===== src/rtl/adc_rd_pkg.sv =====
package adc_rd_pkg;
  typedef enum logic [2:0] {
    ST_IDLE  = 3'd0,
    ST_START = 3'd1,
    ST_WAIT  = 3'd2,
    ST_RD_HI = 3'd3,
    ST_GAP   = 3'd4,
    ST_RD_LO = 3'd5,
    ST_DONE  = 3'd6
  } rd_state_t;
endpackage


===== src/rtl/adc_rd_seq.sv =====
module adc_rd_seq
  import adc_rd_pkg::*;
(
  input  logic clk,
  input  logic rst_n,
  input  logic start_req,
  input  logic conv_busy,
  output logic conv_rc,
  output logic chip_en,
  output logic chip_sel_n,
  output logic byte_addr,
  output logic cap_hi,
  output logic cap_lo,
  output logic done_pulse
);
  rd_state_t st, st_nx;
  logic busy_q;
  logic busy_fall;

  always_ff @(posedge clk) begin
    if (!rst_n) busy_q <= 1'b0;
    else        busy_q <= conv_busy;
  end

  assign busy_fall = busy_q & ~conv_busy;

  always_comb begin
    st_nx = st;
    case (st)
      ST_IDLE:  if (start_req) st_nx = ST_START;
      ST_START: st_nx = ST_WAIT;
      ST_WAIT:  if (busy_fall) st_nx = ST_RD_HI;
      ST_RD_HI: st_nx = ST_GAP;
      ST_GAP:   st_nx = ST_RD_LO;
      ST_RD_LO: st_nx = ST_DONE;
      ST_DONE:  st_nx = ST_IDLE;
      default:  st_nx = ST_IDLE;
    endcase
  end

  always_ff @(posedge clk) begin
    if (!rst_n) st <= ST_IDLE;
    else        st <= st_nx;
  end

  always_comb begin
    conv_rc    = (st != ST_START);
    chip_en    = (st == ST_START) || (st == ST_RD_HI) || (st == ST_RD_LO);
    chip_sel_n = ~chip_en;
    byte_addr  = (st == ST_RD_LO);
    cap_hi     = (st == ST_RD_HI);
    cap_lo     = (st == ST_RD_LO);
    done_pulse = (st == ST_DONE);
  end

  assert_rc_single_R2: assert property (@(posedge clk) disable iff (!rst_n)
    $fell(conv_rc) |=> conv_rc);
  assert_addr_low_start_R3: assert property (@(posedge clk) disable iff (!rst_n)
    !conv_rc |-> !byte_addr);
  assert_read_not_busy_R4: assert property (@(posedge clk) disable iff (!rst_n)
    (cap_hi || cap_lo) |-> (conv_rc && !conv_busy));
  assert_gap_then_lo_R5: assert property (@(posedge clk) disable iff (!rst_n)
    cap_hi |=> (!chip_en && chip_sel_n) ##1 (cap_lo && byte_addr));
  assert_done_pulse_R8: assert property (@(posedge clk) disable iff (!rst_n)
    done_pulse |=> !done_pulse);
  assert_done_after_lo_R8: assert property (@(posedge clk) disable iff (!rst_n)
    cap_lo |=> done_pulse);
endmodule


===== src/rtl/adc_rd_capture.sv =====
module adc_rd_capture #(
  parameter int BYTE_W = 8,
  parameter int RES_W  = 12
) (
  input  logic              clk,
  input  logic              rst_n,
  input  logic              cap_hi,
  input  logic              cap_lo,
  input  logic [BYTE_W-1:0] bus_data,
  output logic [RES_W-1:0]  result,
  output logic              fmt_err
);
  localparam int LO_W  = RES_W - BYTE_W;
  localparam int PAD_W = BYTE_W - LO_W;

  function automatic logic [RES_W-1:0] join_bytes(input logic [BYTE_W-1:0] hi,
                                                  input logic [BYTE_W-1:0] lo);
    return {hi, lo[BYTE_W-1 -: LO_W]};
  endfunction

  function automatic logic pad_bad(input logic [BYTE_W-1:0] lo);
    return |lo[PAD_W-1:0];
  endfunction

  logic [BYTE_W-1:0] hi_q;

  always_ff @(posedge clk) begin
    if (!rst_n) begin
      hi_q    <= '0;
      result  <= '0;
      fmt_err <= 1'b0;
    end else begin
      if (cap_hi) hi_q <= bus_data;
      if (cap_lo) begin
        result  <= join_bytes(hi_q, bus_data);
        fmt_err <= pad_bad(bus_data);
      end
    end
  end

  assert_result_hold_R6: assert property (@(posedge clk) disable iff (!rst_n)
    !cap_lo |=> ($stable(result) && $stable(fmt_err)));
  assert_hi_top_R6: assert property (@(posedge clk) disable iff (!rst_n)
    cap_lo |=> (result[RES_W-1 -: BYTE_W] == $past(hi_q)));
endmodule


===== src/rtl/adc_byte_reader.sv =====
module adc_byte_reader #(
  parameter int BYTE_W = 8,
  parameter int RES_W  = 12
) (
  input  logic              clk,
  input  logic              rst_n,
  input  logic              start_req,
  input  logic              conv_busy,
  input  logic [BYTE_W-1:0] bus_data,
  output logic              conv_rc,
  output logic              chip_en,
  output logic              chip_sel_n,
  output logic              byte_addr,
  output logic              word_sel,
  output logic [RES_W-1:0]  result,
  output logic              fmt_err,
  output logic              done
);
  logic cap_hi;
  logic cap_lo;

  adc_rd_seq u_seq (
    .clk        (clk),
    .rst_n      (rst_n),
    .start_req  (start_req),
    .conv_busy  (conv_busy),
    .conv_rc    (conv_rc),
    .chip_en    (chip_en),
    .chip_sel_n (chip_sel_n),
    .byte_addr  (byte_addr),
    .cap_hi     (cap_hi),
    .cap_lo     (cap_lo),
    .done_pulse (done)
  );

  adc_rd_capture #(.BYTE_W(BYTE_W), .RES_W(RES_W)) u_cap (
    .clk      (clk),
    .rst_n    (rst_n),
    .cap_hi   (cap_hi),
    .cap_lo   (cap_lo),
    .bus_data (bus_data),
    .result   (result),
    .fmt_err  (fmt_err)
  );

  // byte-mode output selected permanently
  assign word_sel = 1'b0;
endmodule


===== config.mk =====
export PLATFORM = sky130hd
export DESIGN_NAME = adc_byte_reader
export DESIGN_NICKNAME = d
export VERILOG_FILES = /design/src/rtl/adc_rd_pkg.sv /design/src/rtl/adc_rd_seq.sv /design/src/rtl/adc_rd_capture.sv /design/src/rtl/adc_byte_reader.sv
export SDC_FILE = /design/constraint.sdc
export NUM_CORES = 1
export LEC_CHECK = 0
export BUFFER_PORTS_ARGS = -buffer_cell sky130_fd_sc_hd__buf_2
export CAP_MARGIN = 20
export CORE_UTILIZATION = 44
export CTS_CLUSTER_SIZE = 12
export DETAILED_ROUTE_END_ITERATION = 7
export PLACE_DENSITY = 0.78
export SKIP_LAST_GASP = 1
export SYNTH_ARGS = -nofsm -noshare
export SYNTH_HDL_FRONTEND = slang
export SYNTH_HIERARCHICAL = 1
export SYNTH_SLANG_ARGS = --single-unit
export TNS_END_PERCENT = 50

===== constraint.sdc =====
create_clock -name clk -period 1.47 [get_ports clk]
set_clock_uncertainty 0.1 [all_clocks]
set_input_delay 0.147 -clock clk [delete_from_list [all_inputs] [get_ports clk]]
set_output_delay 0.147 -clock clk [all_outputs]
set_load 0.03 [all_outputs]

==> results.py <==
metrics = {
    "worst_setup_path": {
        "r2r-end": "u_cap/result[1]$_SDFFE_PN0P_",
        "cp-start-kind": "primary input",
        "cpMaxStageDelayCell": "dlygate4sd3_1",
        "critPathMaxStageDelay_ns": 0.53,
        "crit_cells": 4,
        "required_ns": 1.58,
        "crit_arrival_ns": 1.53,
        "crit_start": "conv_busy",
        "reg2reg_slack_ns": 0.07,
        "path_cells": "dlygate4sd3_1, buf_2, or3b_1, a2111oi_2",
        "critPathCaptureType": "flop",
        "crit_family": "buffers and inverters",
        "cp_num_buf_inv": 2,
        "r2r_start": "u_seq/st[1]$_SDFFE_PN0P_",
        "r2r_cells": 5,
        "path_max_fanout": 2,
        "cp-endpoint": "u_seq/st[0]$_SDFFE_PN0P_",
        "criticalPathCategory": "primary input to flop",
    },
    "global_route": {
        "grt_pass1_wl_mm": 3.08,
        "grt_pass1_vias": 709,
        "grt_overflow_total": 0,
        "grt_max_degree": 26,
        "grt_use_total_pct": 16.2,
        "antenna_found_initial": 0,
    },
    "die": {
        "die_w_microns": 50.2,
        "die_area_sq_mm": 0.00252,
        "rows": 17,
        "io-pin-count": 31,
        "core_area_sq_mm": 0.00219,
        "initial_core_util_pct": 46.6,
        "die_h_microns": 50.2,
    },
    "sta": {
        "setup_ws_ns": 0.0469,
        "period_minus_slack_ns": 1.42,
        "post-route-period-util_pct": 96.8,
        "hold_slack_ns": 0.00628,
        "max_freq_mhz": 703,
        "drv_slew": 0,
        "setup_viol": 0,
        "hold_violations": 0,
    },
    "hold_path": {
        "hp-class": "primary input to flop",
    },
    "pwr": {
        "p_clk_share_pct": 26.9,
        "p_seq_share_pct": 60.5,
        "intPower_mw": 0.870,
        "power.density_mw_per_mm2": 899,
        "ir_drop_v": 0.000645,
        "p_leak_nw": 0.507,
        "switchingPower_mw": 0.295,
        "combPwrFrac_pct": 12.6,
        "sw_frac_of_total_pct": 25.3,
    },
    "place": {
        "post-place-ws_ns": 0.0609,
        "portBuffers": 29,
        "dp_hpwl_mm": 1.21,
        "gp_congestion": 0.680,
        "placed_cell_area_sq_mm": 0.00115,
    },
    "drt": {
        "routed_via_density": 4.78,
        "ant_nets": 0,
        "wire_per_inst_microns": 11.8,
        "wirelength_mm": 1.87,
        "num_vias": 756,
        "drc_errors": 0,
        "first_pass_iters": 4,
        "drt_first_iter_violations": 15,
    },
    "clock_tree": {
        "path_clk_slew_ns": 0.13,
        "cts.sinks": 25,
        "clock_path_buffers": 2,
        "cts_tree": "built",
        "cts_made_buffers": 3,
        "clk_latency_ns": 0.32,
        "ctsHtreeMaxLevel": 1,
        "root_buffer": "clkbuf_4",
    },
    "job": {
        "max_cap_violations": 0,
    },
    "synth": {
        "yosys_register_bits": 25,
        "yosysWarnings": 6,
        "synth_cell_types": 22,
        "synthFlopType": "dfxtp_1",
        "netlist_instances": 93,
        "avgSynthCellArea_sq_um": 11.0,
        "yosysMostFrequentCell": "dfxtp_1",
        "synth_top_area_cell": "dfxtp_1",
        "synth.net_count": 105,
        "syn_area_sq_mm": 0.00102,
        "synth_area_leaders": "dfxtp_1, mux2i_1, nor2b_1, buf_4, buf_12",
        "async_flop_share_pct": 0,
        "synth_top_area_share_pct": 49.0,
        "synth_edf_count": 0,
        "yosysSeqAreaShare_pct": 49.0,
        "synthTopCellsByCount": "dfxtp_1, nor2b_1, mux2i_1",
    },
    "final_layout": {
        "syn2layout_area_growth_pct": 27.0,
        "fin_util_pct": 59.2,
        "diodes": 0,
        "drive_above_1_share_pct": 33.1,
        "design_area_sq_mm": 0.00130,
        "fin_nets": 143,
    },
    "outcome": {
        "status": "complete, no violations",
    },
}
[how the worst min path moves through the flow]
stage | start | cells after the start | slack, ns | end
final | bus_data[7] | 3 | 0.006 | u_cap/hi_q[7]$_SDFFE_PN0P_
after global routing | bus_data[7] | 3 | 0.004 | u_cap/result[3]$_SDFFE_PN0P_
after CTS | bus_data[7] | 3 | 0.002 | u_cap/hi_q[7]$_SDFFE_PN0P_
after detailed placement | conv_busy | 2 | 0.27 | u_seq/busy_q$_SDFF_PN0_
after global placement | conv_busy | 2 | 0.26 | u_seq/busy_q$_SDFF_PN0_
after floorplan | rst_n | 1 | 0.16 | u_seq/st[2]$_SDFFE_PN0P_
[cell usage in the layout, fill, tap and decap left out, types with 2 or more instances in the layout]
cell / synthesis / layout
mux2i_1: 20 / 20
nand2_1: 2 / 2
dlygate4sd3_1: 0 / 8
o21a_1: 2 / 2
nor2b_1: 22 / 21
dfxtp_4: 0 / 3
dfxtp_1: 25 / 22
and2_1: 3 / 2
buf_4: 3 / 3
clkbuf_4: 0 / 4
buf_2: 0 / 28
[worst min-delay path, stage by stage]
cell and delay [ns]:
buf_2 0.09, mux2i_1 0.06, nor2b_1 0.09
[power by group through the flow]
stage                     Sequential, mW  Clock (mW)  Combinational, mW
after detailed placement           0.725           0              0.117
after floorplan                    0.723           0             0.0849
after CTS                          0.711       0.323              0.134
after global routing               0.708       0.352              0.159
final                              0.705       0.313              0.147
after global placement             0.723           0              0.115
[final cells by class]
class                           instances  area, sq um
Clock buffer                            3         22.5
Inverter                                1         3.75
Clock inverter                          1         7.51
Fill cell                             197          895
Tap cell                               28         35.0
Sequential cell                        25          512
Multi-Input combinational cell         60          465
Timing Repair Buffer                   40          250
[kinds of logic after synthesis]
| kind of cell | after synthesis | synth area share, % |
|---|---|---|
| AOI/OAI and AO/OA | 5 | 3.92 |
| and+or+nand+nor | 34 | 20.7 |
| muxes | 20 | 19.6 |
| DFF | 25 | 49.0 |
| other | 1 | 0.367 |
| buffers and inverters | 8 | 6.37 |
[state kept, by name, summed over array words and instances, names as in the netlist]
signal	count
u_cap/hi_q	8
u_seq/st	3
u_cap/result	12
u_seq/busy_q	1
u_cap/fmt_err	1
[timing repair]
| item | CTS | global route |
|---|---|---|
| gates cloned | 0 | 0 |
| gates resized for setup | 2 | 4 |
| setup endpoints to repair | 4 | 16 |
| endpoints found under the hold margin | 6 | 0 |
| setup buffers | 1 | 2 |
| hold buffers | 8 | 0 |
[through the flow]
stage | power [mW] | setup TNS (ns) | std cells
floorplan | 0.808 | -0.151 | 93
global placement | 0.839 | 0 | 143
detailed placement | 0.841 | 0 | 143
CTS | 1.17 | -0.0230 | 156
global route | 1.22 | -0.00928 | 158
finish | 1.17 | 0 | 158
[layer usage]
metal | global-route usage, % | share of wire, % | vias up
met5 | 0 | 0 | -
met4 | 4.29 | 0.48 | 0
met3 | 4.55 | 5.2 | 2
met2 | 29.3 | 49 | 24
met1 | 18.4 | 45 | 348
li1 | - | - | 382
No activity file was read; power rests on OpenSTA's default activity.
